## config.mk

```make
export PLATFORM = sky130hd
export DESIGN_NAME = mismatch_prio_enc
export DESIGN_NICKNAME = d
export VERILOG_FILES = /design/src/rtl/mpe_pkg.sv /design/src/rtl/mpe_ctrl.sv /design/src/rtl/mpe_datapath.sv /design/src/rtl/mismatch_prio_enc.sv
export SDC_FILE = /design/constraint.sdc
export NUM_CORES = 1
export LEC_CHECK = 0
export CAP_MARGIN = 10
export CORE_AREA = 3 3 40 42
export DETAILED_ROUTE_END_ITERATION = 10
export DIE_AREA = 0 0 43 45
export PLACE_DENSITY = 0.59
export SLEW_MARGIN = 25
export SYNTH_ARGS = -nofsm -noshare
export SYNTH_HDL_FRONTEND = slang
export SYNTH_SLANG_ARGS = --single-unit
```

## constraint.sdc

```tcl
create_clock -name clk -period 0.9 [get_ports clk]
set_input_delay 0.09 -clock clk [delete_from_list [all_inputs] [get_ports clk]]
set_output_delay 0.09 -clock clk [all_outputs]
set_load 0.01 [all_outputs]
```

## src/rtl/mpe_pkg.sv

```systemverilog
package mpe_pkg;
  typedef struct packed {
    logic capture;
    logic clear;
  } mpeStrobe_t;
endpackage

```

## src/rtl/mpe_ctrl.sv

```systemverilog
module mpe_ctrl
  import mpe_pkg::*;
(
  input  logic       clk,
  input  logic       rstN,
  input  logic       inValid,
  output mpeStrobe_t strobe,
  output logic       outValid
);
  always_comb begin
    strobe.capture = inValid;
    strobe.clear   = 1'b0;
  end

  always_ff @(posedge clk or negedge rstN) begin
    if (!rstN) outValid <= 1'b0;
    else       outValid <= inValid;
  end

  p_valid_follows_r6: assert property (@(posedge clk) disable iff (!rstN)
    inValid |=> outValid);
  p_valid_drops_r6: assert property (@(posedge clk) disable iff (!rstN)
    !inValid |=> !outValid);
endmodule

```

## src/rtl/mpe_datapath.sv

```systemverilog
module mpe_datapath
  import mpe_pkg::*;
#(
  parameter int W = 4,
  parameter bit REGISTERED = 1'b1
)(
  input  logic         clk,
  input  logic         rstN,
  input  mpeStrobe_t   strobe,
  input  logic [W-1:0] wordA,
  input  logic [W-1:0] wordB,
  output logic [W-1:0] hitOneHot,
  output logic         allMatch
);
  localparam int TOP = W - 1;

  logic [W-1:0] req;
  logic [W-1:0] higherSeen;
  logic [W-1:0] hitNext;
  logic         matchNext;

  assign req = wordA ^ wordB;

  // Each position wins only when nothing above it has a request.
  assign higherSeen[TOP] = 1'b0;
  genvar gi;
  generate
    for (gi = TOP - 1; gi >= 0; gi--) begin : g_chain
      assign higherSeen[gi] = higherSeen[gi+1] | req[gi+1];
    end
  endgenerate

  assign hitNext   = req & ~higherSeen;
  assign matchNext = ~|req;

  generate
    if (REGISTERED) begin : g_reg
      always_ff @(posedge clk or negedge rstN) begin
        if (!rstN) begin
          hitOneHot <= '0;
          allMatch  <= 1'b1;
        end else if (strobe.clear) begin
          hitOneHot <= '0;
          allMatch  <= 1'b1;
        end else if (strobe.capture) begin
          hitOneHot <= hitNext;
          allMatch  <= matchNext;
        end
      end

      p_hold_r6: assert property (@(posedge clk) disable iff (!rstN)
        !strobe.capture |=> $stable(hitOneHot) && $stable(allMatch));
      p_top_wins_r2: assert property (@(posedge clk) disable iff (!rstN)
        (strobe.capture && (wordA[TOP] != wordB[TOP])) |=> hitOneHot[TOP]);
    end else begin : g_comb
      assign hitOneHot = hitNext;
      assign allMatch  = matchNext;
    end
  endgenerate

  p_onehot_r4: assert property (@(posedge clk) disable iff (!rstN)
    $onehot0(hitOneHot));
  p_flag_excl_r5: assert property (@(posedge clk) disable iff (!rstN)
    allMatch |-> (hitOneHot == '0));
  p_flag_need_r5: assert property (@(posedge clk) disable iff (!rstN)
    !allMatch |-> ($countones(hitOneHot) == 1));
endmodule

```

## src/rtl/mismatch_prio_enc.sv

```systemverilog
module mismatch_prio_enc
  import mpe_pkg::*;
#(
  parameter int W = 4,
  parameter bit REGISTERED = 1'b1
)(
  input  logic         clk,
  input  logic         rstN,
  input  logic         inValid,
  input  logic [W-1:0] wordA,
  input  logic [W-1:0] wordB,
  output logic [W-1:0] hitOneHot,
  output logic         allMatch,
  output logic         outValid
);
  mpeStrobe_t strobe;

  mpe_ctrl u_ctrl (
    .clk(clk), .rstN(rstN), .inValid(inValid),
    .strobe(strobe), .outValid(outValid)
  );

  mpe_datapath #(.W(W), .REGISTERED(REGISTERED)) u_dp (
    .clk(clk), .rstN(rstN), .strobe(strobe),
    .wordA(wordA), .wordB(wordB),
    .hitOneHot(hitOneHot), .allMatch(allMatch)
  );
endmodule

```

==> reports/metrics.cfg <==
[yosys]
synth.net_count=36
ys_ff_latch=6
ys_types=14
synth_area_leaders=dfrtp_1 46%, dfstp_2 9.6%, xnor2_1 9.6%, o22ai_1 6.8%, xnor2_2 5.9%
yosysSeqAreaShare_pct=55.3
synth_area_um2=274
synth_area_per_cell_um2=11.0
synth_top_area_cell=dfrtp_1
netlist.area_leader.share_pct=45.7
yosysWarnings=0
synthCells=25

[die]
core_area_um2=1280
ios=17
start_util_pct=21.3
rows=13
die_area_um2=1940
die_w_um=43
die_h_um=45

[global_route]
grt_max_degree=8
gr-total-overflow=0
grt_pass1_wl_um=897
grt_util_all_layers_pct=6.38
antenna_found_initial=0
grt_pass1_vias=223

[timing]
post-route-min-period_ns=0.947
setup_tns_ns=-0.0470
tightest_slew_ns=0.271
max_freq_mhz=1060
setup_viol=1
final_max_slew_viol_count=0
max_slew_margin_pct=81.9
rsz0062_at_grt=yes
setup_ws_ns=-0.0470
final_hold_viol_count=0
fin_crit_sh_pct=105
skew_ns=0

[clock_tree]
clk_latency_ns=0.24
path_clk_slew_ns=0.05
clockRootBuffer=clkbuf_4
cts_max_level=1
cts_tree=built
holdBufCountCts=0
cts.sinks=6
cts_buffers=3
clockBufferDepth=2

[critical_path]
setup.worst_path.start_class=register
crit_fanout=2
r2r-end=u_dp.allMatch
worstPathCellList=buf_6
critical-path-slowest-cell=dfstp_2
slowest_delay_ns=0.53
critPathArrivalTime_ns=0.86
r2r_start=u_dp.allMatch
cp-end-kind=output pin
reg2reg_slack_ns=0.13
path_class=register to output pin
required_ns=0.81
crit_family=flip-flops
timing.critical_path.buf_inv=1
reg2regPathDepth=2

[final_layout]
fin_nets=61
syn2layout_area_growth_pct=87.2
antenna_cells=0
drive_above_1_share_pct=36.7
mostFrequentLayoutCells=6 x clkdlybuf4s50_1, 5 x buf_2, 5 x buf_4, 5 x dfrtp_1
layout_commonest_cell=clkdlybuf4s50_1
final_core_util_pct=39.9

[route]
route.met2.wl_um=287
postRouteAntennaNets=0
drc=0
first_pass_iters=2
wl_met3_um=79
dr_total_vias=265
via_per_inst=4.14
drt-met1-wl_um=202
wire_per_inst_um=8.89
drt-initial-drc-count=5
top_layer_used=met3
routed_wl_um=569

[flow_run]
cap_violations=0

[power]
p_leak_uw=0.000264
peakVddDrop_uv=565
power_density_nw_per_um2=1470
finalPower_uw=752

[place]
dp_slack_ns=-0.227
port_buffers=16
place_congestion=0.685

[min_path]
worstHoldPathType=input pin to asynchronous set/reset pin

[run_status]
status=finished with violations
violations=setup timing

==> layer usage <==
metal,vias to the layer above,global-route usage [%]
met5,-,0
met4,0,1.81
met3,0,4.78
met2,17,8.98
met1,118,7.64
li1,130,-
==> flip-flops by register name, indices dropped and copies added (netlist names) <==
register and cells:
u_dp.allMatch 1, u_dp.hitOneHot 4, u_ctrl.outValid 1
==> per-stage QoR <==
step	area (um2)	hold WS (ns)	std cells
floorplan	274	-0.206	25
global placement	478	0.351	59
detailed placement	478	0.349	59
CTS	480	0.0789	63
global route	513	0.0895	64
finish	513	0.0817	64
==> cells by family (layout without fill, tap and decap cells) <==
group           count (synthesis)  in the layout  share of synthesized area (%)
compound gates                  5              5                           10.5
xor+xnor                        5              5                           18.7
flops                           6              6                           55.3
buf+inv                         5             29                           7.30
simple gates                    4              4                           8.22
==> final cells by class <==
| cell class | instances | area [um2] |
|---|---|---|
| fill | 143 | 772 |
| timing repair buffer | 21 | 184 |
| tap | 15 | 18.8 |
| clock buffer | 4 | 26.3 |
| sequential | 6 | 151 |
| multi-input combinational | 14 | 118 |
| inverter | 4 | 15.0 |
==> where the power goes <==
part	switching (uW)	total, uW	internal (uW)
clock network	94.9	263	168
logic	72.9	184	111
registers	9.85	305	295
==> cell usage after synthesis <==
cell and count:
dfstp_2 1, nand3b_1 1, dfrtp_1 5, o21ai_0 1
inv_1 4, xnor2_1 3, nand4_1 1, buf_2 1
nor2_1 1, xnor2_2 1, a21oi_1 1, xor2_1 1
nand3_1 1, o22ai_1 3
==> how the worst max path moves through the flow <==
stage | to | start | cells past startpoint
global route | allMatch | u_dp.allMatch | 1
CTS | allMatch | u_dp.allMatch | 1
finish | allMatch | u_dp.allMatch | 1
detailed placement | u_dp.allMatch | wordB[3] | 4
floorplan | u_dp.allMatch | u_dp.allMatch | 2
global placement | u_dp.allMatch | wordB[3] | 4
==> timing repair <==
action / in CTS / in global routing
endpoints found under the setup margin: 6 / 5
pin swaps: 0 / 4
buffers inserted: 0 / 1
gates resized for setup: 25 / 6
Power figures use the tool's default switching activity.
